===== src/rtl/cch_pkg.sv =====
package cch_pkg;
    localparam int BYTE_W  = 8;
    localparam int CLR_BIT = 1;

    typedef enum logic [1:0] {
        ADR_CTRL = 2'd0,
        ADR_DATA = 2'd1,
        ADR_DIAG = 2'd2,
        ADR_NONE = 2'd3
    } cch_addr_e;

    typedef struct packed {
        logic                wr;
        cch_addr_e           addr;
        logic [BYTE_W-1:0]   data;
    } port_wr_t;

    typedef struct packed {
        logic       frame_start;
        logic       slot_bit;
        logic       slot_last;
        logic [2:0] pos;
    } slot_tick_t;

    function automatic logic link_active(input logic [1:0] st);
        return st == 2'b11;
    endfunction
endpackage


===== src/rtl/cch_slot_timer.sv =====
module cch_slot_timer
    import cch_pkg::*;
#(
    parameter int FRAME_BITS = 32,
    parameter int SLOT_IDX   = 1
) (
    input  logic       clk,
    input  logic       rst,
    input  logic       bit_en,
    input  logic       fp,
    output slot_tick_t tick
);
    localparam int CNT_W = $clog2(FRAME_BITS);
    localparam logic [CNT_W-1:0] LO   = CNT_W'(SLOT_IDX * BYTE_W);
    localparam logic [CNT_W-1:0] HI   = CNT_W'(SLOT_IDX * BYTE_W + BYTE_W - 1);
    localparam logic [CNT_W-1:0] LAST = CNT_W'(FRAME_BITS - 1);

    logic [CNT_W-1:0] bcnt;
    logic [CNT_W-1:0] cur;
    logic             in_slot;

    assign cur     = fp ? '0 : bcnt;
    assign in_slot = (cur >= LO) && (cur <= HI);

    always_ff @(posedge clk) begin
        if (rst) begin
            bcnt <= '0;
        end else if (bit_en) begin
            bcnt <= (cur == LAST) ? '0 : cur + 1'b1;
        end
    end

    always_comb begin
        tick.frame_start = bit_en && fp;
        tick.slot_bit    = bit_en && in_slot;
        tick.slot_last   = bit_en && (cur == HI);
        tick.pos         = 3'(cur - LO);
    end

    // the frame pulse bit is bit 0, so the next bit index is 1
    p_frame_restart_r9: assert property (@(posedge clk) disable iff (rst)
        (bit_en && fp) |=> (bcnt == CNT_W'(1)));
endmodule


===== src/rtl/cch_serdes.sv =====
module cch_serdes
    import cch_pkg::*;
(
    input  logic              clk,
    input  logic              rst,
    input  logic              bit_en,
    input  slot_tick_t        tick,
    input  logic              sin,
    input  logic [BYTE_W-1:0] tx_byte,
    output logic [BYTE_W-1:0] rx_byte,
    output logic              rx_done,
    output logic              sout
);
    logic [BYTE_W-2:0] rx_sh;

    assign rx_byte = {rx_sh, sin};
    assign rx_done = tick.slot_last;

    always_ff @(posedge clk) begin
        if (rst) begin
            rx_sh <= '0;
            sout  <= 1'b1;
        end else if (bit_en) begin
            if (tick.slot_bit) begin
                rx_sh <= {rx_sh[BYTE_W-3:0], sin};
                sout  <= tx_byte[3'd7 - tick.pos];
            end else begin
                sout  <= 1'b1;
            end
        end
    end

    // line idles high outside the slot
    p_idle_high_r9: assert property (@(posedge clk) disable iff (rst)
        (bit_en && !tick.slot_bit) |=> sout);
endmodule


===== src/rtl/cch_regs.sv =====
module cch_regs
    import cch_pkg::*;
(
    input  logic              clk,
    input  logic              rst,
    input  logic              fp,
    input  logic              ps_sel,
    input  logic [1:0]        act_st,
    input  logic [BYTE_W-1:0] mode_status,
    input  slot_tick_t        tick,
    input  port_wr_t          wreq,
    input  cch_addr_e         raddr,
    input  logic [BYTE_W-1:0] rx_byte,
    input  logic              rx_done,
    output logic [BYTE_W-1:0] tx_byte,
    output logic [BYTE_W-1:0] rdata
);
    logic [BYTE_W-1:0] ctrl_q, diag_q, data_q;
    logic              pend_q;
    logic              hold_diag;

    assign hold_diag = ctrl_q[CLR_BIT] && !link_active(act_st);

    always_ff @(posedge clk) begin
        if (rst) begin
            ctrl_q  <= '0;
            diag_q  <= '0;
            data_q  <= '0;
            pend_q  <= 1'b0;
            tx_byte <= '0;
        end else begin
            if (tick.frame_start) begin
                tx_byte <= (ps_sel && pend_q) ? data_q : mode_status;
                pend_q  <= 1'b0;
            end
            if (rx_done) begin
                data_q <= rx_byte;
                if (!ps_sel) ctrl_q <= rx_byte;
            end
            if (wreq.wr && ps_sel) begin
                unique case (wreq.addr)
                    ADR_CTRL: begin
                        if (wreq.data[0]) diag_q <= wreq.data;
                        else              ctrl_q <= wreq.data;
                    end
                    ADR_DATA: begin
                        if (!fp) begin
                            data_q <= wreq.data;
                            pend_q <= 1'b1;
                        end
                    end
                    default: ;
                endcase
            end
            if (hold_diag) diag_q <= '0;
        end
    end

    always_comb begin
        unique case (raddr)
            ADR_CTRL: rdata = ctrl_q;
            ADR_DATA: rdata = data_q;
            ADR_DIAG: rdata = diag_q;
            default:  rdata = '0;
        endcase
    end

    // port writes in serial mode leave control and data alone
    p_serial_ignores_port_r1: assert property (@(posedge clk) disable iff (rst)
        (wreq.wr && !ps_sel && !rx_done) |=> ($stable(ctrl_q) && $stable(data_q)));
    // serial mode reloads control from the received slot
    p_serial_reload_r2: assert property (@(posedge clk) disable iff (rst)
        (rx_done && !ps_sel) |=> (ctrl_q == $past(rx_byte)));
    // diagnostic held at zero until activation
    p_diag_hold_r4: assert property (@(posedge clk) disable iff (rst)
        (ctrl_q[CLR_BIT] && act_st != 2'b11) |=> (diag_q == '0));
    // serial mode always sends the status word
    p_status_default_r5: assert property (@(posedge clk) disable iff (rst)
        (tick.frame_start && !ps_sel) |=> (tx_byte == $past(mode_status)));
    // no override is armed by a write inside the frame pulse
    p_no_fp_override_r7: assert property (@(posedge clk) disable iff (rst)
        (wreq.wr && wreq.addr == ADR_DATA && fp && !pend_q) |=> !pend_q);
endmodule


===== src/rtl/cch_ctl.sv =====
module cch_ctl
    import cch_pkg::*;
#(
    parameter int FRAME_BITS = 32,
    parameter int SLOT_IDX   = 1
) (
    input  logic       clk,
    input  logic       rst,
    input  logic       bit_en,
    input  logic       fp,
    input  logic       sin,
    output logic       sout,
    input  logic       ps_sel,
    input  logic [1:0] act_st,
    input  logic [7:0] mode_status,
    input  logic       up_wr,
    input  logic [1:0] up_addr,
    input  logic [7:0] up_wdata,
    output logic [7:0] up_rdata
);
    slot_tick_t        tick;
    port_wr_t          wreq;
    logic [BYTE_W-1:0] rx_byte, tx_byte;
    logic              rx_done;

    always_comb begin
        wreq.wr   = up_wr;
        wreq.addr = cch_addr_e'(up_addr);
        wreq.data = up_wdata;
    end

    cch_slot_timer #(.FRAME_BITS(FRAME_BITS), .SLOT_IDX(SLOT_IDX)) u_timer (
        .clk(clk), .rst(rst), .bit_en(bit_en), .fp(fp), .tick(tick)
    );

    cch_serdes u_serdes (
        .clk(clk), .rst(rst), .bit_en(bit_en), .tick(tick), .sin(sin),
        .tx_byte(tx_byte), .rx_byte(rx_byte), .rx_done(rx_done), .sout(sout)
    );

    cch_regs u_regs (
        .clk(clk), .rst(rst), .fp(fp), .ps_sel(ps_sel), .act_st(act_st),
        .mode_status(mode_status), .tick(tick), .wreq(wreq),
        .raddr(cch_addr_e'(up_addr)), .rx_byte(rx_byte), .rx_done(rx_done),
        .tx_byte(tx_byte), .rdata(up_rdata)
    );
endmodule


===== config.mk =====
export PLATFORM = sky130hd
export DESIGN_NAME = cch_ctl
export DESIGN_NICKNAME = d
export VERILOG_FILES = /design/src/rtl/cch_pkg.sv /design/src/rtl/cch_slot_timer.sv /design/src/rtl/cch_serdes.sv /design/src/rtl/cch_regs.sv /design/src/rtl/cch_ctl.sv
export SDC_FILE = /design/constraint.sdc
export NUM_CORES = 1
export LEC_CHECK = 0
export ABC_AREA = 1
export ABC_CLOCK_PERIOD_IN_PS = 1900
export BUFFER_PORTS_ARGS = -buffer_cell sky130_fd_sc_hd__buf_2
export CAP_MARGIN = 20
export CORE_UTILIZATION = 51
export DETAILED_ROUTE_END_ITERATION = 6
export PLACE_DENSITY = 0.77
export SYNTH_ARGS = -nofsm -noshare
export SYNTH_HDL_FRONTEND = slang
export SYNTH_SLANG_ARGS = --single-unit
export TNS_END_PERCENT = 50

===== constraint.sdc =====
create_clock -name clk -period 1.9 [get_ports clk]
set_clock_uncertainty 0.2 [all_clocks]
set_input_delay 0.095 -clock clk [delete_from_list [all_inputs] [get_ports clk]]
set_output_delay 0.095 -clock clk [all_outputs]
set_load 0.05 [all_outputs]

==> results of run 1 <==
==> registers in the layout (all words and copies together) (netlist names) <==
signal / flops
u_regs.diag_q: 8
u_timer.bcnt: 5
u_regs.pend_q: 1
u_serdes.rx_sh: 7
u_regs.ctrl_q: 8
u_regs.data_q: 8
u_regs.tx_byte: 8
u_serdes.sout: 1
==> metal layers <==
layer  up-vias  wire [um]  GRT usage [%]
li1       1185          -              -
met1      1091       2720          32.88
met2        81       2934          43.06
met3        18        295          5.195
met4         0        153          11.78
met5         -          0              0
==> layout by cell type (no fill, tap or decap), types with 5 or more instances in the layout <==
master                          count
sky130_fd_sc_hd__nor2_1            35
sky130_fd_sc_hd__o21ai_0           18
sky130_fd_sc_hd__buf_4             10
sky130_fd_sc_hd__dlygate4sd3_1     19
sky130_fd_sc_hd__nand3_1           20
sky130_fd_sc_hd__mux2i_1            6
sky130_fd_sc_hd__inv_1             36
sky130_fd_sc_hd__nand2_1           57
sky130_fd_sc_hd__o211ai_1           5
sky130_fd_sc_hd__buf_2             35
sky130_fd_sc_hd__nand2_2            7
sky130_fd_sc_hd__clkbuf_8           5
sky130_fd_sc_hd__dfxtp_1           45
sky130_fd_sc_hd__o21ai_1           10
sky130_fd_sc_hd__a21oi_1           26
sky130_fd_sc_hd__a211oi_1           6
==> cells by family (layout without fill, tap and decap cells) <==
group	Yosys count	in the layout	synth area share (%)
flops	46	46	39.21
mux	6	6	2.557
simple gates	134	134	27.28
compound gates	79	79	20.09
buf+inv	50	111	9.270
fa+ha+maj	3	3	1.598
==> worst max-delay path, cell delays in order (launching register included) <==
cell and delay (ns):
sky130_fd_sc_hd__dfxtp_1 0.39, sky130_fd_sc_hd__nand4_4 0.14, sky130_fd_sc_hd__nor2_2 0.18, sky130_fd_sc_hd__ha_4 0.19
sky130_fd_sc_hd__nand3_2 0.24, sky130_fd_sc_hd__mux2i_1 0.24, sky130_fd_sc_hd__a21oi_1 0.08
==> stage by stage <==
step                util (%)  std cells
finish                 66.75        431
global route           66.75        431
CTS                    66.38        431
detailed placement     59.56        404
global placement       59.56        404
floorplan                  -        318
==> path summary, 6_finish.rpt <==
check	to	start
hold reg to reg	u_regs.diag_q[7]	u_regs.diag_q[7]
setup / recovery	u_regs.ctrl_q[6]	u_timer.bcnt[0]
setup reg to reg	u_regs.ctrl_q[6]	u_timer.bcnt[0]
hold / removal	u_timer.bcnt[4]	bit_en
==> repair_timing <==
| action | in CTS | in global routing |
|---|---|---|
| gates resized for setup | 1 | 5 |
| hold buffers | 19 | 0 |
| endpoints found under the hold margin | 35 | 0 |
| endpoints found under the setup margin | 7 | 24 |
==> final cells by class <==
class | count | area, sq um
repair buffers | 65 | 460.4
well taps | 52 | 65.06
fillers | 382 | 1458
flip-flops and latches | 46 | 922.1
clock buffers | 7 | 76.32
multi-input cells | 222 | 1227
inverters | 38 | 145.1
clock inverters | 1 | 30.03
==> power breakdown <==
group / internal (uW) / switching, uW
Sequential: 991 / 18.4
Combinational: 102 / 150
Clock: 394 / 314
==> summary.txt, run 1 <==
Run status
  – Outcome: finished clean

Timing
  – Final-report max-slew violation count: 0
  – Part of the cycle the worst path needs: around 92%
  – Summed negative setup slack over all endpoints: 0 ns
  – Worst max-slew margin expressed relative to the limit: between 50% and 60%
  – Top achievable clock speed: 569.4 MHz
  – Final setup fails: 0
  – Worst slack on hold paths: between 0.03 and 0.04 ns
  – Fin. Hold Viols: 0
  – Worst slew pin tran: 0.6189 ns
  – Minimum setup slack in the final design: approximately 0.14 ns
  – Unrepaired setup endpoints after global routing: no
  – Min Clock Period, post-route: roughly 1.8 ns

Clock network
  – CTS tree: yes
  – Source-to-sink clock delay at the later pin of the worst-skew pair: 0.30 ns
  – Clock input transition at the sequential cells of the worst setup and hold paths: around 0.080 ns
  – Buffers inserted during post-CTS setup optimization: 0
  – Number of buffers created by CTS: 5
  – Buffer cell driving the clock tree root: sky130_fd_sc_hd__clkbuf_8
  – TritonCTS sink count: between 40 and 50
  – Clock tree buffer depth: 2
  – Number of H-tree branching levels: 2

Critical path
  – Arrival time at the worst endpoint: around 1.8 ns
  – Critical path required time: approximately 1.9 ns
  – Crit Path Class: reg2reg
  – R2R setup slack: 0.14 ns
  – Critical Path End Type: flop
  – Largest driver fanout on the critical path: 8
  – Worst reg-to-reg path cell count: 6
  – Nature of the critical path startpoint: flop

Synth
  – Syn Area/Cell: between 7 and 8 sq um
  – Syn_nets: between 300 and 400
  – Total standard cell area after synthesis: roughly 2300 sq um
  – Main area contributors after synthesis: sky130_fd_sc_hd__dfxtp_1, sky130_fd_sc_hd__nand2_1, sky130_fd_sc_hd__inv_1, sky130_fd_sc_hd__nor2_1, sky130_fd_sc_hd__a21oi_1
  – FFs w/ async S/R, synth: 0%
  – Main flop type after synthesis: sky130_fd_sc_hd__dfxtp_1
  – Post-synthesis register bit count: between 40 and 50
  – Number of enable flip-flop cells after synthesis: 0
  – Yosys top cell area share: between 30% and 40%
  – Yosys warning count: 0
  – Leading cell types by count after synthesis: sky130_fd_sc_hd__nand2_1, sky130_fd_sc_hd__dfxtp_1, sky130_fd_sc_hd__inv_1, sky130_fd_sc_hd__nor2_1, sky130_fd_sc_hd__a21oi_1
  – Mapped Cells: about 320
  – Dominant cell by count in the synthesized netlist: sky130_fd_sc_hd__nand2_1
  – Post-synth top area cell: sky130_fd_sc_hd__dfxtp_1
  – Sequential element share of the synthesized area: 39.21%
  – Number of distinct library cells after synthesis: 36

Global routing
  – Vias in the first global route: 2206
  – GRT Residual Overflow: 0
  – Gr usage total: between 20% and 30%
  – First-pass GRT wire length: between 10000 and 15000 um
  – Pin count of the biggest net entering global routing: 22
  – Antenna violations before repair: 0

Die
  – Count of standard-cell rows: 24
  – Die span in y: roughly 70 um
  – Boundary Pins: 36
  – Overall die width: 69.86 um
  – DIE AREA: around 4900 sq um
  – Initial cell density of the core: 53.57%
  – Placeable core area: 4384 sq um

Detailed routing
  – Routed wirelength normalized by instance count: about 14 um
  – Number of DRC violations after detailed-routing iteration 0: 180
  – Length of the first detailed-routing pass in iterations: 4
  – Antenna Violating Nets Remaining: 0
  – Number of design rule violations left after detail routing: 0
  – Via count: approximately 2400
  – Vias per Instance: ~5.5
  – Total wirelength of the detailed-routed design: between 6000 and 7000 um

Finish
  – P&R area growth vs syn: 24.61%
  – Area of all placed cells without fillers: approximately 2900 sq um
  – Antenna fix cells: 0
  – Share of final-layout standard cells stronger than drive strength 1: between 20 and 25%
  – Total Nets Final: a little over 400

Power and ir drop
  – Static Leak: between 0.001 and 0.0015 uW
  – Power density over the cells: a little under 700 nW/um^2
  – Worst IR Drop VDD: about 440 uV
  – Total power consumption of the routed design: 1968 uW

Flow run
  – Max Cap Viol: 0

Placed design
  – Number of I/O port buffers: 35
  – Post-detailed-placement cell area: approximately 2600 sq um
  – RD Place Congestion: roughly 0.9
  – Worst slack at placement: -0.03339 ns
  – Detailed-placement wirelength estimate: between 4000 and 5000 um

Hold path
  – HP Class: in2reg
  – Instance count along the most critical hold path: 2
No activity file was read; power rests on OpenSTA's default activity.
==> inputs of run 2 (changes only) <==
Settings changed: ABC_AREA 1 to 0.
==> run 2 against run 1 <==
Net effect:
- the run now ends with setup timing left
- via count fell by 7.9%
- synthesized area fell by 0.53%
- non-clock buffer count rose by 9
- highest routed layer unchanged
- critical path depth rose by 1
==> summary.txt, run 2 <==
Finish
  – Most frequent standard cell in the layout excluding fill and tap cells: sky130_fd_sc_hd__dfxtp_1
  – Top library cells by usage in the layout, fill and taps aside: sky130_fd_sc_hd__dfxtp_1, sky130_fd_sc_hd__buf_2, sky130_fd_sc_hd__mux2i_1
  – P&R area growth vs syn: 26.35%
  – Total Nets Final: 358
  – Number of standard cells in the final layout excluding fillers: roughly 380
  – Share of final-layout standard cells stronger than drive strength 1: 25.53%
  – Antenna fix cells: 0

Synth
  – Post-synthesis register bit count: 46
  – Mapped Cells: 264
  – Total standard cell area after synthesis: ~2300 sq um
  – Dominant cell by count in the synthesized netlist: sky130_fd_sc_hd__dfxtp_1
  – FFs w/ async S/R, synth: 0%
  – Number of distinct library cells after synthesis: 37
  – Yosys warning count: 0
  – Main flop type after synthesis: sky130_fd_sc_hd__dfxtp_1
  – Leading cell types by count after synthesis: sky130_fd_sc_hd__dfxtp_1, sky130_fd_sc_hd__mux2i_1, sky130_fd_sc_hd__nand2_1, sky130_fd_sc_hd__nor2_1, sky130_fd_sc_hd__o21ai_0
  – Syn Area/Cell: around 9 sq um
  – Syn_nets: between 200 and 300
  – Sequential element share of the synthesized area: between 30 and 40%
  – Post-synth top area cell: sky130_fd_sc_hd__dfxtp_1
  – Main area contributors after synthesis: sky130_fd_sc_hd__dfxtp_1, sky130_fd_sc_hd__mux2i_1, sky130_fd_sc_hd__o21ai_0, sky130_fd_sc_hd__a311oi_2, sky130_fd_sc_hd__nand2_1
  – Yosys top cell area share: 39.42%
  – Number of enable flip-flop cells after synthesis: 0

Clock network
  – CTS tree: yes
  – Number of buffers created by CTS: 5
  – Buffer cell driving the clock tree root: sky130_fd_sc_hd__clkbuf_8
  – Source-to-sink clock delay at the later pin of the worst-skew pair: 0.30 ns
  – Number of H-tree branching levels: 2
  – Clock input transition at the sequential cells of the worst setup and hold paths: ~0.090 ns
  – TritonCTS sink count: 46
  – Clock tree buffer depth: 2

Detailed routing
  – Vias per Instance: ~5.7
  – Total wirelength of the detailed-routed design: 6183 um
  – Number of DRC violations after detailed-routing iteration 0: approximately 180
  – Length of the first detailed-routing pass in iterations: 4
  – Routed wirelength normalized by instance count: 16.23 um
  – Antenna Violating Nets Remaining: 0
  – Number of design rule violations left after detail routing: 0
  – Via count: between 2000 and 2500

Die
  – DIE AREA: 4855 sq um
  – Boundary Pins: 36
  – Initial cell density of the core: a little over half
  – Die span in y: approximately 70 um
  – Count of standard-cell rows: 24
  – Overall die width: 69.68 um
  – Placeable core area: roughly 4400 sq um

Critical path
  – Largest driver fanout on the critical path: 8
  – Chain of cells forming the critical path: nand4b_1 -> nor3b_2 -> ha_2 -> nand2_4 -> or2_4 -> mux2i_1 -> a211oi_1
  – Critical Path End Type: flop
  – Critical path required time: about 1.9 ns
  – Crit Path Class: reg2reg
  – Slowest cell on crit path: sky130_fd_sc_hd__dfxtp_2
  – Nature of the critical path startpoint: flop
  – Buffer and inverter count on the worst path: 0
  – Cell family with the largest share of critical-path delay: simple AND/OR/NAND/NOR gates
  – Arrival time at the worst endpoint: a little under 2 ns
  – CP peak stage delay: ~0.34 ns

Power and ir drop
  – Power density over the cells: around 660 nW/um^2
  – Combinational share of power: 11.7%
  – Internal portion of total power: about 1500 uW
  – Switching power summed over all nets: roughly 470 uW
  – Worst IR Drop VDD: 364.3 uV
  – Switching power share of the total: approximately 24%
  – Total power consumption of the routed design: 1958 uW
  – Portion of total power attributed to sequential cells: around half
  – Static Leak: about 0.0013 uW
  – Share of power burned in the clock network: between 30% and 40%

Timing
  – Final-report max-slew violation count: 0
  – Minimum setup slack in the final design: -0.07142 ns
  – Worst slew pin tran: ~0.9 ns
  – Worst max-slew margin expressed relative to the limit: 40.58%
  – Top achievable clock speed: around 510 MHz
  – Final setup fails: 7
  – Unrepaired setup endpoints after global routing: yes
  – Part of the cycle the worst path needs: 103.8%
  – Fin. Hold Viols: 0
  – Min Clock Period, post-route: 1.971 ns
  – Summed negative setup slack over all endpoints: -0.3480 ns

Global routing
  – Pin count of the biggest net entering global routing: 24
  – Vias in the first global route: about 2200
  – Gr usage total: about a quarter
  – First-pass GRT wire length: 10220 um
  – GRT Residual Overflow: 0
  – Antenna violations before repair: 0

Hold path
  – HP Class: in2reg

Run status
  – Violated checks: setup timing
  – Outcome: finished, violations left

Placed design
  – Number of I/O port buffers: 35
  – Post-Place Cells: approximately 350
  – Detailed-placement wirelength estimate: 4172 um
  – RD Place Congestion: 0.8259

Flow run
  – Max Cap Viol: 0
-- run 2: changes by cell type in the layout (fill, tap and decap cells not counted), moves of 4 or more --
cell                       change
sky130_fd_sc_hd__inv_1        -30
sky130_fd_sc_hd__nand2_1      -29
sky130_fd_sc_hd__mux2i_1      +27
sky130_fd_sc_hd__a21oi_1      -14
sky130_fd_sc_hd__buf_4        +11
sky130_fd_sc_hd__a311oi_2      +8
sky130_fd_sc_hd__nand2_2       -7
sky130_fd_sc_hd__nor2_1        -6
sky130_fd_sc_hd__o21ai_1       -6
sky130_fd_sc_hd__nand3_1       -5
sky130_fd_sc_hd__o211ai_1      -5
sky130_fd_sc_hd__nand2b_1      +4
-- run 2: logic make-up (layout without fill, tap and decap cells) --
logic type | Yosys count | count (layout) | share of synthesized area (%)
simple gates | 95 | 95 | 19.23
buf+inv | 23 | 88 | 5.623
compound gates | 63 | 63 | 19.02
mux | 34 | 34 | 15.10
flops | 46 | 46 | 39.42
fa+ha+maj | 3 | 3 | 1.607
-- run 2: metal layers --
| layer | track usage (%) | routed length [um] | up-vias |
|---|---|---|---|
| met1 | 32.57 | 2682 | 1038 |
| met5 | 0 | 0 | - |
| met2 | 46.28 | 3068 | 63 |
| met4 | 9.556 | 141 | 0 |
| met3 | 4.651 | 290 | 13 |
| li1 | - | - | 1073 |
-- run 2: final cells by class --
class / count / area (sq um)
clock buffers: 6 / 72.57
clock inverters: 2 / 37.54
fillers: 341 / 1433
inverters: 6 / 22.52
multi-input cells: 195 / 1316
flip-flops and latches: 46 / 924.6
well taps: 52 / 65.06
repair buffers: 74 / 513.0
-- run 2: what timing repair did --
| item | CTS | global route |
|---|---|---|
| gates resized for setup | 1 | 9 |
| pin swaps | 3 | 2 |
| setup endpoints to repair | 10 | 16 |
| hold endpoints to repair | 34 | 0 |
| hold buffers | 18 | 0 |
| buffers inserted | 2 | 0 |
-- run 2: final timing paths --
| check | start | endpoint | slack (ns) | depth (start not counted) |
|---|---|---|---|---|
| max | u_timer.bcnt[0] | u_regs.ctrl_q[2] | -0.07 | 7 |
| min | rst | u_timer.bcnt[3] | 0.01 | 2 |
| max reg2reg | u_timer.bcnt[0] | u_regs.ctrl_q[2] | -0.07 | 7 |
| min reg2reg | u_regs.diag_q[0] | u_regs.diag_q[0] | 0.25 | 2 |
-- run 2: worst register-to-register path, stage by stage, from the launching register on --
cell and delay, ns:
sky130_fd_sc_hd__dfxtp_2 0.34, sky130_fd_sc_hd__nand4b_1 0.14, sky130_fd_sc_hd__nor3b_2 0.22, sky130_fd_sc_hd__ha_2 0.26, sky130_fd_sc_hd__nand2_4 0.05, sky130_fd_sc_hd__or2_4 0.30
sky130_fd_sc_hd__mux2i_1 0.14, sky130_fd_sc_hd__a211oi_1 0.23
-- run 2: power by group through the flow --
stage	Sequential (uW)	Clock, uW	Combinational (uW)
2_1_floorplan	1020	0	121
3_3_place_gp	1020	0	193
3_5_place_dp	1020	0	195
4_1_cts	1000	737	224
5_1_grt	1000	769	248
6_report	1000	728	229
-- run 2: per-stage QoR --
stage / area, sq um / hold slack (ns) / setup slack (ns) / util (%)
after global placement: 2636 / 0.1717 / 0.009005 / 60.13
after CTS: 2943 / 0.005865 / -0.05947 / 67.12
after floorplan: 2385 / -0.001335 / -0.1954 / -
after global routing: 2952 / 0.05094 / -0.1497 / 67.32
final: 2952 / 0.009614 / -0.07142 / 67.32
after detailed placement: 2636 / 0.1732 / -0.08765 / 60.13
==> inputs of run 3 (changes only) <==
--- a/config.mk
+++ b/config.mk
@@ -13,2 +13,3 @@
 export DETAILED_ROUTE_END_ITERATION = 6
+export GPL_ROUTABILITY_DRIVEN = 1
 export PLACE_DENSITY = 0.77
--- a/constraint.sdc
+++ b/constraint.sdc
@@ -4,2 +4,2 @@
 set_output_delay 0.095 -clock clk [all_outputs]
-set_load 0.05 [all_outputs]
+set_load 0.01 [all_outputs]
==> run 3 against run 2 <==
Net effect:
- the flow still finishes with violations (setup timing)
- register-to-register slack lost 0.03 ns
- global-route usage grew 0.41 points
- clock-buffer cell count did not move
- final area is 0.47% lower
- via count shrank 2.0%
- die area unchanged
- wire length is 0.89% lower
- non-clock buffer count shrank 1
- worst setup slack got worse by 0.033 ns
- combinational power fell by 5%
- largest cell class unchanged
- highest routed layer unchanged
==> summary.txt, run 3 (same netlist as run 2, synthesis figures left out) <==
Detailed routing
  – Number of DRC violations after detailed-routing iteration 0: 170
  – Antenna Violating Nets Remaining: 0
  – Length of the first detailed-routing pass in iterations: 4
  – Number of design rule violations left after detail routing: 0
  – Total wirelength of the detailed-routed design: 6128 um
  – Via count: around 2100
  – Routed wirelength normalized by instance count: between 15 and 20 um
  – Vias per Instance: between 5 and 6

Critical path
  – Nature of the critical path startpoint: flop
  – R2R setup slack: -0.10 ns
  – Crit Path Class: reg2reg
  – Arrival time at the worst endpoint: a little over 2 ns
  – Largest driver fanout on the critical path: 8
  – Critical path required time: between 1.5 and 2 ns
  – Critical Path End Type: flop

Run status
  – Violated checks: setup timing
  – Outcome: finished, violations left

Clock network
  – Clock tree buffer depth: 2
  – Clock input transition at the sequential cells of the worst setup and hold paths: roughly 0.090 ns
  – Buffer cell driving the clock tree root: sky130_fd_sc_hd__clkbuf_8
  – Number of buffers created by CTS: 5
  – CTS tree: yes
  – Source-to-sink clock delay at the later pin of the worst-skew pair: about 0.30 ns
  – Number of H-tree branching levels: 2
  – TritonCTS sink count: 46

Die
  – Boundary Pins: 36
  – Count of standard-cell rows: 24
  – Initial cell density of the core: between 50% and 60%
  – Die span in y: about 70 um
  – Overall die width: between 60 and 70 um
  – DIE AREA: 4855 sq um
  – Placeable core area: about 4400 sq um

Finish
  – Share of final-layout standard cells stronger than drive strength 1: ~26%
  – Top library cells by usage in the layout, fill and taps aside: sky130_fd_sc_hd__dfxtp_1, sky130_fd_sc_hd__buf_2, sky130_fd_sc_hd__mux2i_1
  – Layout fillers: between 300 and 400
  – P&R area growth vs syn: 25.76%
  – Most frequent standard cell in the layout excluding fill and tap cells: sky130_fd_sc_hd__dfxtp_1
  – Antenna fix cells: 0
  – Area of all placed cells without fillers: around 2900 sq um
  – Total Nets Final: 357

Timing
  – Final-report max-slew violation count: 0
  – Unrepaired setup endpoints after global routing: yes
  – Fin. Hold Viols: 0
  – Minimum setup slack in the final design: -0.1043 ns
  – Part of the cycle the worst path needs: 105.5%
  – Worst slew pin tran: about 0.76 ns
  – Final setup fails: 8
  – Min Clock Period, post-route: 2.004 ns
  – Top achievable clock speed: roughly 500 MHz
  – Worst max-slew margin expressed relative to the limit: ~49%

Global routing
  – GRT Residual Overflow: 0
  – Pin count of the biggest net entering global routing: 24
  – Gr usage total: ~27%
  – First-pass GRT wire length: 10160 um
  – Vias in the first global route: approximately 2200
  – Antenna violations before repair: 0

Hold path
  – HP Class: in2reg

Power and ir drop
  – Worst IR Drop VDD: roughly 310 uV
  – Power density over the cells: approximately 630 nW/um^2
  – Total power consumption of the routed design: 1852 uW
  – Static Leak: roughly 0.0013 uW

Flow run
  – Max Cap Viol: 0

Placed design
  – Number of I/O port buffers: 35
  – Worst slack at placement: -0.1018 ns
  – Detailed-placement wirelength estimate: roughly 4200 um
  – RD Place Congestion: 0.8190
  – Post-detailed-placement cell area: about 2600 sq um
==> run 3: changes by cell type in the layout (fill, tap and decap cells not counted), sizes merged <==
cell    delta
buf        -1
bufinv     -1
clkinv     +1
==> run 3: final timing paths <==
kind | cells after the start | end | start
worst min register to register | 2 | u_regs.tx_byte[6] | u_regs.tx_byte[6]
worst max-delay path | 7 | u_regs.ctrl_q[7] | u_timer.bcnt[1]
worst min-delay path | 3 | u_timer.bcnt[0] | bit_en
worst max register to register | 7 | u_regs.ctrl_q[7] | u_timer.bcnt[1]
==> run 3: critical path: stages (launching register included) <==
cell and delay, ns:
sky130_fd_sc_hd__dfxtp_2 0.33, sky130_fd_sc_hd__nand4b_1 0.15, sky130_fd_sc_hd__nor3b_2 0.23, sky130_fd_sc_hd__ha_2 0.27, sky130_fd_sc_hd__nand2_4 0.06, sky130_fd_sc_hd__or2_4 0.29, sky130_fd_sc_hd__mux2i_1 0.15, sky130_fd_sc_hd__a211oi_1 0.23
==> run 3: layout make-up <==
cell class              instances  area, sq um  share of cell area (%)
well taps                      52        65.06                   2.215
inverters                       6        22.52                  0.7666
flip-flops and latches         46        924.6                   31.47
repair buffers                 73        513.0                   17.46
clock buffers                   6        82.58                   2.811
clock inverters                 2        12.51                  0.4259
multi-input cells             195         1318                   44.85
==> run 3: per-stage QoR <==
step,setup TNS [ns],hold slack (ns),std cells,utilization (%)
after floorplan,-1.705,-0.001335,264,-
after global placement,0,0.1719,352,59.96
after detailed placement,-0.4218,0.1824,352,59.96
after CTS,-0.2523,0.01633,379,66.47
after global routing,-2.017,0.03959,380,67.01
final,-0.4633,0.01853,380,67.01
==> run 3: repair_timing <==
item,CTS,global route
resized for setup,2,7
setup buffers,1,1
pin swaps,3,1
hold endpoints to repair,34,0
hold buffers,18,0
setup endpoints to repair,8,18
==> run 3: metal layers <==
metal	wire length [um]	share of wire [%]	vias to the layer above	global-route usage, %
met5	0	0	-	0
met4	73	1.2	0	8.667
met3	268	4.4	6	4.942
met2	3081	50	59	46.17
met1	2705	44	1006	34.10
li1	-	-	1072	-
==> run 3: power breakdown <==
group	leakage, uW	internal (uW)	switching [uW]
Combinational	0.000879	105	113
Clock	0.0000472	293	339
Sequential	0.000374	986	15.6
